### config.mk
export PLATFORM = sky130hd
export DESIGN_NAME = sdspi_mbw_seq
export DESIGN_NICKNAME = d
export VERILOG_FILES = /design/src/rtl/sdspi_mbw_pkg.sv /design/src/rtl/sdspi_byte_shift.sv /design/src/rtl/sdspi_busy_timer.sv /design/src/rtl/sdspi_mbw_seq.sv
export SDC_FILE = /design/constraint.sdc
export NUM_CORES = 1
export LEC_CHECK = 0
export BUFFER_PORTS_ARGS = -buffer_cell sky130_fd_sc_hd__buf_2
export CORE_ASPECT_RATIO = 1.1
export CORE_MARGIN = 3
export CORE_UTILIZATION = 59
export DETAILED_ROUTE_END_ITERATION = 10
export GPL_TIMING_DRIVEN = 0
export PLACE_DENSITY_LB_ADDON = 0.15
export SLEW_MARGIN = 20
export SYNTH_ARGS = -nofsm -noshare
export SYNTH_HDL_FRONTEND = slang
export SYNTH_SLANG_ARGS = --single-unit
### constraint.sdc
create_clock -name clk -period 2.4 [get_ports clk]
set_input_delay 0.12 -clock clk [delete_from_list [all_inputs] [get_ports clk]]
set_output_delay 0.12 -clock clk [all_outputs]
set_load 0.005 [all_outputs]
### src/rtl/sdspi_mbw_pkg.sv
package sdspi_mbw_pkg;

  localparam logic [7:0] TOK_BLOCK = 8'hFC;
  localparam logic [7:0] TOK_STOP  = 8'hFD;
  localparam logic [7:0] BYTE_IDLE = 8'hFF;
  localparam logic [4:0] RESP_GOOD = 5'b00101;

  typedef enum logic [3:0] {
    SQ_IDLE, SQ_GAP, SQ_TOKEN, SQ_DATA, SQ_CRC, SQ_RESP, SQ_BUSY,
    SQ_SGAP, SQ_STOK, SQ_SFILL, SQ_SWIN, SQ_SBUSY, SQ_FIN, SQ_DONE
  } seq_state_e;

  function automatic logic resp_accepted(input logic [7:0] r);
    return r[4:0] == RESP_GOOD;
  endfunction

endpackage

### src/rtl/sdspi_byte_shift.sv
module sdspi_byte_shift #(
  parameter int CLK_DIV = 2
) (
  input  logic       clk,
  input  logic       rst,
  input  logic       start,
  input  logic [7:0] tx,
  output logic       done,
  output logic [7:0] rx,
  output logic       sclk,
  output logic       mosi,
  input  logic       miso
);
  localparam int DIV_W = (CLK_DIV > 1) ? $clog2(CLK_DIV) : 1;
  localparam logic [DIV_W-1:0] DIV_LAST = DIV_W'(CLK_DIV - 1);

  logic             active;
  logic [DIV_W-1:0] div_cnt;
  logic [2:0]       bit_cnt;
  logic [7:0]       tx_sh;

  always_ff @(posedge clk) begin
    if (rst) begin
      active  <= 1'b0;
      div_cnt <= '0;
      bit_cnt <= '0;
      tx_sh   <= 8'hFF;
      rx      <= '0;
      sclk    <= 1'b0;
      mosi    <= 1'b1;
      done    <= 1'b0;
    end else begin
      done <= 1'b0;
      if (!active) begin
        if (start) begin
          active  <= 1'b1;
          tx_sh   <= tx;
          mosi    <= tx[7];
          div_cnt <= '0;
          bit_cnt <= '0;
        end
      end else if (div_cnt == DIV_LAST) begin
        div_cnt <= '0;
        if (!sclk) begin
          sclk <= 1'b1;
          rx   <= {rx[6:0], miso};
        end else begin
          sclk <= 1'b0;
          if (bit_cnt == 3'd7) begin
            active <= 1'b0;
            done   <= 1'b1;
            mosi   <= 1'b1;
          end else begin
            bit_cnt <= bit_cnt + 3'd1;
            tx_sh   <= {tx_sh[6:0], 1'b1};
            mosi    <= tx_sh[6];
          end
        end
      end else begin
        div_cnt <= div_cnt + DIV_W'(1);
      end
    end
  end


  mosi_steady_while_high_chk: assert property (@(posedge clk) disable iff (rst)
    sclk |-> $stable(mosi));

endmodule

### src/rtl/sdspi_busy_timer.sv
module sdspi_busy_timer #(
  parameter int LIM_W = 16
) (
  input  logic             clk,
  input  logic             rst,
  input  logic             clr,
  input  logic             inc,
  input  logic [LIM_W-1:0] limit,
  output logic             at_limit
);
  logic [LIM_W-1:0] cnt;

  always_ff @(posedge clk) begin
    if (rst || clr) cnt <= '0;
    else if (inc)   cnt <= cnt + LIM_W'(1);
  end

  assign at_limit = (cnt == limit);


  no_count_past_limit_chk: assert property (@(posedge clk) disable iff (rst)
    inc |-> (cnt < limit));

endmodule

### src/rtl/sdspi_mbw_seq.sv
module sdspi_mbw_seq
  import sdspi_mbw_pkg::*;
#(
  parameter int BLOCK_BYTES = 512,
  parameter int CLK_DIV     = 2,
  parameter int CNT_W       = 16,
  parameter int LIM_W       = 16
) (
  input  logic             clk,
  input  logic             rst,
  input  logic             start,
  input  logic [CNT_W-1:0] blk_count,
  input  logic [LIM_W-1:0] busy_limit,
  input  logic [7:0]       wr_data,
  input  logic             wr_valid,
  output logic             wr_ready,
  output logic             spi_sclk,
  output logic             spi_mosi,
  output logic             spi_cs_n,
  input  logic             spi_miso,
  output logic             done,
  output logic             error
);
  localparam int IDX_W = (BLOCK_BYTES > 1) ? $clog2(BLOCK_BYTES) : 1;
  localparam logic [IDX_W-1:0] IDX_LAST = IDX_W'(BLOCK_BYTES - 1);

  seq_state_e       state;
  logic             issued;
  logic [CNT_W-1:0] blk_left;
  logic [IDX_W-1:0] byte_idx;
  logic             crc_second;

  logic             x_start, x_done;
  logic [7:0]       x_tx, x_rx;
  logic             tmr_clr, tmr_inc, tmr_full;
  logic             rx_idle, busy_state;

  sdspi_byte_shift #(.CLK_DIV(CLK_DIV)) shift_i (
    .clk(clk), .rst(rst), .start(x_start), .tx(x_tx), .done(x_done),
    .rx(x_rx), .sclk(spi_sclk), .mosi(spi_mosi), .miso(spi_miso)
  );

  sdspi_busy_timer #(.LIM_W(LIM_W)) timer_i (
    .clk(clk), .rst(rst), .clr(tmr_clr), .inc(tmr_inc),
    .limit(busy_limit), .at_limit(tmr_full)
  );

  assign rx_idle    = (x_rx == BYTE_IDLE);
  assign busy_state = (state == SQ_BUSY) || (state == SQ_SWIN) || (state == SQ_SBUSY);
  assign wr_ready   = (state == SQ_DATA) && !issued;

  always_comb begin
    x_start = 1'b0;
    x_tx    = BYTE_IDLE;
    if (!issued) begin
      unique case (state)
        SQ_GAP, SQ_CRC, SQ_RESP, SQ_BUSY,
        SQ_SGAP, SQ_SFILL, SQ_SWIN, SQ_SBUSY: x_start = 1'b1;
        SQ_TOKEN: begin x_start = 1'b1; x_tx = TOK_BLOCK; end
        SQ_STOK:  begin x_start = 1'b1; x_tx = TOK_STOP;  end
        SQ_DATA:  begin x_start = wr_valid; x_tx = wr_data; end
        default: ;
      endcase
    end
  end

  always_comb begin
    tmr_clr = x_done && (((state == SQ_RESP) && resp_accepted(x_rx)) || (state == SQ_STOK));
    tmr_inc = x_done && busy_state && !rx_idle && !tmr_full;
  end

  always_ff @(posedge clk) begin
    if (rst) begin
      state      <= SQ_IDLE;
      issued     <= 1'b0;
      blk_left   <= '0;
      byte_idx   <= '0;
      crc_second <= 1'b0;
      spi_cs_n   <= 1'b1;
      done       <= 1'b0;
      error      <= 1'b0;
    end else begin
      done <= 1'b0;
      if (x_done)       issued <= 1'b0;
      else if (x_start) issued <= 1'b1;

      unique case (state)
        SQ_IDLE: if (start) begin
          error <= 1'b0;
          if (blk_count == '0) begin
            state <= SQ_DONE;
          end else begin
            spi_cs_n <= 1'b0;
            blk_left <= blk_count;
            state    <= SQ_GAP;
          end
        end
        SQ_FIN: begin
          spi_cs_n <= 1'b1;
          state    <= SQ_DONE;
        end
        SQ_DONE: begin
          done  <= 1'b1;
          state <= SQ_IDLE;
        end
        default: if (x_done) begin
          unique case (state)
            SQ_GAP:   state <= SQ_TOKEN;
            SQ_TOKEN: begin state <= SQ_DATA; byte_idx <= '0; end
            SQ_DATA:  if (byte_idx == IDX_LAST) begin
                        state      <= SQ_CRC;
                        crc_second <= 1'b0;
                      end else begin
                        byte_idx <= byte_idx + IDX_W'(1);
                      end
            SQ_CRC:   if (crc_second) state <= SQ_RESP;
                      else crc_second <= 1'b1;
            SQ_RESP:  if (resp_accepted(x_rx)) state <= SQ_BUSY;
                      else begin error <= 1'b1; state <= SQ_SGAP; end
            SQ_BUSY:  if (rx_idle) begin
                        if (blk_left == CNT_W'(1)) state <= SQ_SGAP;
                        else begin
                          blk_left <= blk_left - CNT_W'(1);
                          state    <= SQ_GAP;
                        end
                      end else if (tmr_full) begin
                        error <= 1'b1;
                        state <= SQ_FIN;
                      end
            SQ_SGAP:  state <= SQ_STOK;
            SQ_STOK:  state <= SQ_SFILL;
            SQ_SFILL: state <= SQ_SWIN;
            SQ_SWIN, SQ_SBUSY:
                      if (rx_idle) state <= SQ_FIN;
                      else if (tmr_full) begin
                        error <= 1'b1;
                        state <= SQ_FIN;
                      end else state <= SQ_SBUSY;
            default:  state <= SQ_IDLE;
          endcase
        end
      endcase
    end
  end


  ready_drops_after_take_chk: assert property (@(posedge clk) disable iff (rst)
    (wr_valid && wr_ready) |=> !wr_ready);


  done_after_release_chk: assert property (@(posedge clk) disable iff (rst)
    done |-> (spi_cs_n && $past(spi_cs_n)));


  done_single_cycle_chk: assert property (@(posedge clk) disable iff (rst)
    done |=> !done);


  clock_quiet_when_deselected_chk: assert property (@(posedge clk) disable iff (rst)
    spi_cs_n |-> !spi_sclk);

endmodule

## After elaboration in Yosys (flattened, before gate mapping)

Index checks and enable logic that the tools add are counted.

| storage, ports and cells | value |
|---|---|
| flip-flop bits (word level) | 73 |
| bits of input ports | 45 |
| output and inout port bits | 6 |
| word-level logic and storage cells | 165 |

| operators by class | value |
|---|---|
| $add $sub $neg | 5 |
| eq/ne operators | 33 |
| multiplexer cells | 64 |
| bitwise gates (word level) | 5 |
| reductions and logical operators | 41 |

Operator list:

| operator | number |
|---|---|
| 2-to-1 mux 16 bit | 6 |
| case mux 4 bit (10 select lines) | 1 |
| 2-to-1 mux 7 bit | 5 |
| case mux 16 bit (2 select lines) | 1 |
| 2-to-1 mux 4 bit | 7 |
| 2-to-1 mux 1 bit | 26 |
| == test 4 bit, second input constant | 6 |
| 2-to-1 mux 3 bit | 8 |
| case mux 8 bit (3 select lines) | 1 |
| case mux 9 bit (2 select lines) | 1 |
| adder 16 x 1 -> 16 bit, second input constant | 1 |
| == test 16 x 1 -> 1 bit, second input constant | 1 |
| == test 16 bit | 1 |
| == test 4 x 3 -> 1 bit, second input constant | 4 |
| logical NOT 16 bit | 1 |
| subtractor 16 x 1 -> 16 bit, second input constant | 1 |
| AND reduction 7 bit | 2 |
| nonzero test 2 bit | 7 |
| case mux 4 bit (3 select lines) | 1 |
| AND reduction 4 bit | 3 |
| inequality test 2 bit, second input constant | 5 |
| case mux 1 bit (2 select lines) | 5 |
| OR reduction 10 bit | 1 |
| adder 9 x 1 -> 9 bit, second input constant | 1 |
| other kinds (29) | 52 |

## Depth between registers and ports, before layout

| depth | value |
|---|---|
| depth after elaboration | 6 |
| mapped depth | 10 |
| mapped depth without buffers | 9 |

## By module

Synthesis repeated with hierarchy kept, for this count alone.

| second synthesis, totals | value |
|---|---|
| cell total of the unflattened synthesis | 529 |
| area total of the unflattened synthesis | 4356.7 um^2 |

Modules (own cells, without submodules):

| module | times used | cells each | area each (um^2) | seq. area each (um^2) |
|---|---|---|---|---|
| sdspi_mbw_seq | 1 | 321 | 2442.3 | 680.7 |
| sdspi_byte_shift | 1 | 104 | 1008.5 | 460.4 |
| sdspi_busy_timer | 1 | 104 | 905.9 | 320.3 |

## Worst setup path before layout

Ideal clock, no wire load.

| timing | value |
|---|---|
| path kind | reg-to-reg |
| from | register blk_left[0] |
| to | register blk_left[8] |
| setup time | 0.070 ns |
| arrival time | 1.880 ns |
| required time | 2.330 ns |
| slack | 0.450 ns |
| cell stages (with the launch flop) | 9 |
| buffers on the path | 1 |
| clock period less this slack | 1.950 ns |
| cells stage by stage | dfxtp_1 > inv_1 > ha_1 > or3b_2 > clkbuf_1 > or2_2 > o41ai_1 > nand3_1 > a21oi_1 |

| between the ends | value |
|---|---|
| cells in the longest elaborated chain, start to end | 6 |
| elaborated cells on any way between the ends | 9 |
| those cells by class | add/sub (1); eq/ne (2); mux (5); reduce/logical (1) |

Ends and longest elaborated chain:

| element | RTL line | RTL |
|---|---|---|
| start, declared | sdspi_mbw_seq.sv:29 | `logic [CNT_W-1:0] blk_left;` |
| start signal, assigned | sdspi_mbw_seq.sv:94 | `blk_left <= blk_count;` |
| start signal, assigned | sdspi_mbw_seq.sv:123 | `blk_left <= blk_left - CNT_W'(1);` |
| subtractor 16 x 1 -> 16 bit | sdspi_mbw_seq.sv:123 |  |
| 2-to-1 mux 16 bit | sdspi_mbw_seq.sv:121 | `if (blk_left == CNT_W'(1)) state <= SQ_SGAP;` |
| 2-to-1 mux 16 bit | sdspi_mbw_seq.sv:120 | `SQ_BUSY: if (rx_idle) begin` |
| 2-to-1 mux 16 bit | sdspi_mbw_seq.sv:107 | `unique case (state)` |
| 2-to-1 mux 16 bit | sdspi_mbw_seq.sv:106 | `default: if (x_done) begin` |
| case mux 16 bit (2 select lines) | sdspi_mbw_seq.sv:87 | `unique case (state)` |

Parallel ways exist; a longest one is shown, timed or not. The select of a mux whose other input is x is not followed.
A chain may end at the register's enable or synchronous reset.

## Worst setup path in the final report

| timing | value |
|---|---|
| from | register blk_left[0] |
| to | register blk_left[12] |

The elaborated chain is that of the path after synthesis.

==> results_dict.tcl <==
set metrics [dict create \
    status "finished clean" \
    fin_area_um2 5080 \
    final_cell_count_no_fill 708 \
    slowest_delay_ns 0.44 \
    min_period_ns 2.25 \
    num_vias 4642 \
    grt_max_degree 13 \
    end_kind "flop" \
    synth_area_per_cell_um2 7.97 \
    ant_nets 0 \
    clock_sinks 73 \
    fin_setup_tns_ns 0 \
    cp_max_fo 7 \
    crit_chain "inv_1, ha_1, or3b_2, clkbuf_1, or2_2, o31ai_1, nand3_1, a21oi_1" \
    period_share_pct 93.9 \
    initial_utilization_pct 61.7 \
    drtIter0Drc 433 \
    drc 0 \
    cap_violations 0 \
    final_max_slew_viol_count 0 \
    die_h_um 96.6 \
    dr.pass1.iters 5 \
    synthCells 552 \
    globalRouteTotalUtil_pct 29.8 \
    fp-row-count 32 \
    hold_depth 3 \
    cts-root-buf "clkbuf_8" \
    r2r_start "blk_left[0]$_SDFFE_PP0P_" \
    crit_type "reg -> reg" \
    cts_buffer_depth 2 \
    whs_ns 0.00712 \
    cts_buffers 9 \
    finalClockSkew_ns 0.00756 \
    critPathSlowestCell "or3b_2" \
    synth_edf_count 0 \
    vias_per_cell 6.56 \
    clkLatencyLatePin_ns 0.34 \
    grt_setup_unrepaired "no" \
    max_freq_ghz 0.444 \
    num-fill-cells 603 \
    cts.htree.levels 3 \
    dieArea_um2 8530 \
    yosys_warnings 0 \
    setup_ws_ns 0.146 \
    dp_hpwl_um 8830 \
    cp_num_cells 8 \
    setup_viol 0 \
    drive_gt1_share_pct 19.4 \
    overflow 0 \
    port_buffers 50 \
    tightest_slew_ns 0.656 \
    io_pins 51 \
    hold_viol 0 \
    finish.utilization_pct 71.3 \
    r2r-end "blk_left[12]$_SDFFE_PP0P_" \
    wl_um 12400 \
    slew_headroom_pct 56.2 \
    crit_end "blk_left[12]$_SDFFE_PP0P_" \
    core_area_um2 7130 \
    antenna_cells 0 \
    worst-path-buf-inv 2 \
    ys_ff_latch 73 \
    synthesis.nets 604 \
    die_w_um 88.3 \
    place_area_um2 4750 \
    synthArstFlopShare_pct 0 \
    hold_path.class "in -> reg" \
    gp_congestion 0.994 \
    worstPathArrival_ns 2.53 \
    antenna_found_initial 0 \
    vdd_drop_max_mv 0.484 \
    place_inst 687 \
    p_total_mw 5.12 \
    grt_pass1_wl_um 20100 \
    nets 670 \
    power.leakage_nw 2.01 \
    area_delta_synth_final_pct 15.6 \
    critPathLaunch "blk_left[0]$_SDFFE_PP0P_" \
    critPathRequiredTime_ns 2.67 \
    wl_per_cell_um 17.6 \
    cts_tree "built" \
    hold_buffers 0 \
    crit_family "simple AND/OR/NAND/NOR gates" \
    synth-main-ff-cell "dfxtp_1" \
    power_density_nw_per_um2 1010 \
    start_kind "flop" \
    grt_pass1_vias 4365 \
    dp_slack_ns -0.0139 \
    synth_area_um2 4400 \
    reg2reg_depth 8 \
    seq_area_frac_synth_pct 33.2 \
    synth_cell_types 66 \
    reg2reg_slack_ns 0.15 \
    clk_pin_slew_ns 0.08 \
]
==> what timing repair did <==
action | CTS | global route
endpoints found under the setup margin | 3 | 30
setup buffers | 0 | 7
pin swaps | 0 | 3
gates resized for setup | 1 | 14
==> report_power, final <==
group | internal (mW) | leakage, nW | switching (mW) | total, mW
logic | 0.948 | 1.31 | 1.52 | 2.47
clock network | 0.643 | 0.109 | 0.462 | 1.10
registers | 1.39 | 0.593 | 0.153 | 1.54
total | 2.98 | 2.01 | 2.14 | 5.12
==> cell usage after synthesis (4+ instances only) <==
cell type | instances | area, µm²
clkbuf_1 | 25 | 93.8
nand3_1 | 23 | 115
a31oi_1 | 4 | 25.0
nand2_1 | 46 | 173
mux2i_1 | 11 | 110
nor3_1 | 19 | 95.1
nand4_1 | 16 | 100
o21ai_0 | 29 | 145
o211ai_1 | 13 | 97.6
a21oi_1 | 48 | 240
nor4_1 | 16 | 100
and3_1 | 12 | 75.1
a31o_2 | 5 | 43.8
nor2_1 | 40 | 150
ha_1 | 7 | 87.6
or4_1 | 10 | 75.1
xor2_1 | 22 | 193
inv_1 | 9 | 33.8
and4_1 | 5 | 43.8
o31ai_1 | 21 | 158
or2_2 | 5 | 31.3
dfxtp_1 | 73 | 1460
o22ai_1 | 6 | 37.5
buf_2 | 12 | 60.1
or3_1 | 9 | 56.3
nand2b_1 | 4 | 25.0
==> tightest hold or removal path, cell delays in order <==
cell and delay [ns]:
buf_2 0.07, mux2i_1 0.05, nor2_1 0.07
==> layer usage <==
layer  vias up  routed length, µm  track usage (%)
met3        45                927             3.48
met1      2139               5030             37.0
met2       241               6050             50.5
met4         0                433             15.7
li1       2217                  -                -
met5         -                  0                0
==> logic make-up after synthesis <==
| kind of cell | after synthesis | synth area share [%] |
|---|---|---|
| AOI/OAI and AO/OA | 158 | 24.2 |
| buffers and inverters | 54 | 5.46 |
| adders and majority gates | 7 | 1.99 |
| muxes | 12 | 2.76 |
| and+or+nand+nor | 225 | 27.8 |
| DFF | 73 | 33.2 |
| xor gates and xnor gates | 23 | 4.58 |
==> worst min-delay path by stage <==
| stage | endpoint | slack [ns] | start |
|---|---|---|---|
| 4_1_cts | shift_i.rx[0]$_SDFFE_PP0P_ | 0.005 | spi_miso |
| 6_report | shift_i.rx[0]$_SDFFE_PP0P_ | 0.007 | spi_miso |
| 2_1_floorplan | shift_i.rx[0]$_SDFFE_PP0P_ | 0.26 | spi_miso |
| 5_1_grt | shift_i.rx[0]$_SDFFE_PP0P_ | 0.05 | spi_miso |
| 3_3_place_gp | shift_i.rx[0]$_SDFFE_PP0P_ | 0.36 | spi_miso |
| 3_5_place_dp | shift_i.rx[0]$_SDFFE_PP0P_ | 0.37 | spi_miso |
==> state kept, by name, indices dropped and copies added (netlist names), 3 cells and up <==
register         count
shift_i.rx           8
timer_i.cnt         16
state                4
byte_idx             9
blk_left            16
shift_i.tx_sh        7
shift_i.bit_cnt      3
==> layout by cell type, fill, tap and decap left out, types with 3 or more instances in the layout <==
cell,netlist,layout
a31o_2,5,5
nand2b_1,4,4
clkbuf_1,25,22
clkinvlp_4,0,3
dfxtp_1,73,73
nand2_1,46,45
a31oi_1,4,4
o41ai_1,3,3
o311ai_0,3,3
o21ai_0,29,29
clkbuf_8,0,11
or4_1,10,10
buf_4,2,9
o211a_1,3,3
nand3_1,23,23
xor2_1,22,22
nor4_1,16,14
o211ai_1,13,13
and4_1,5,5
ha_1,7,7
and3_1,12,12
inv_1,9,9
nor3_1,19,19
nand4_1,16,16
or2_2,5,5
o31ai_1,21,20
mux2i_1,11,11
nor2_1,40,39
or3_1,9,9
a21oi_1,48,48
buf_2,12,62
o22ai_1,6,6
o21a_1,3,3
==> layout make-up <==
type / instances / area (µm²) / share of cell area [%]
multi-input cells: 425 / 2740 / 54.0
flip-flops and latches: 73 / 1460 / 28.7
repair buffers: 57 / 303 / 5.96
plain buffers: 41 / 194 / 3.81
clock buffers: 12 / 155 / 3.05
well taps: 85 / 106 / 2.09
clock inverters: 4 / 75.1 / 1.48
inverters: 11 / 45.0 / 0.886
No activity file was read; power rests on OpenSTA's default activity.
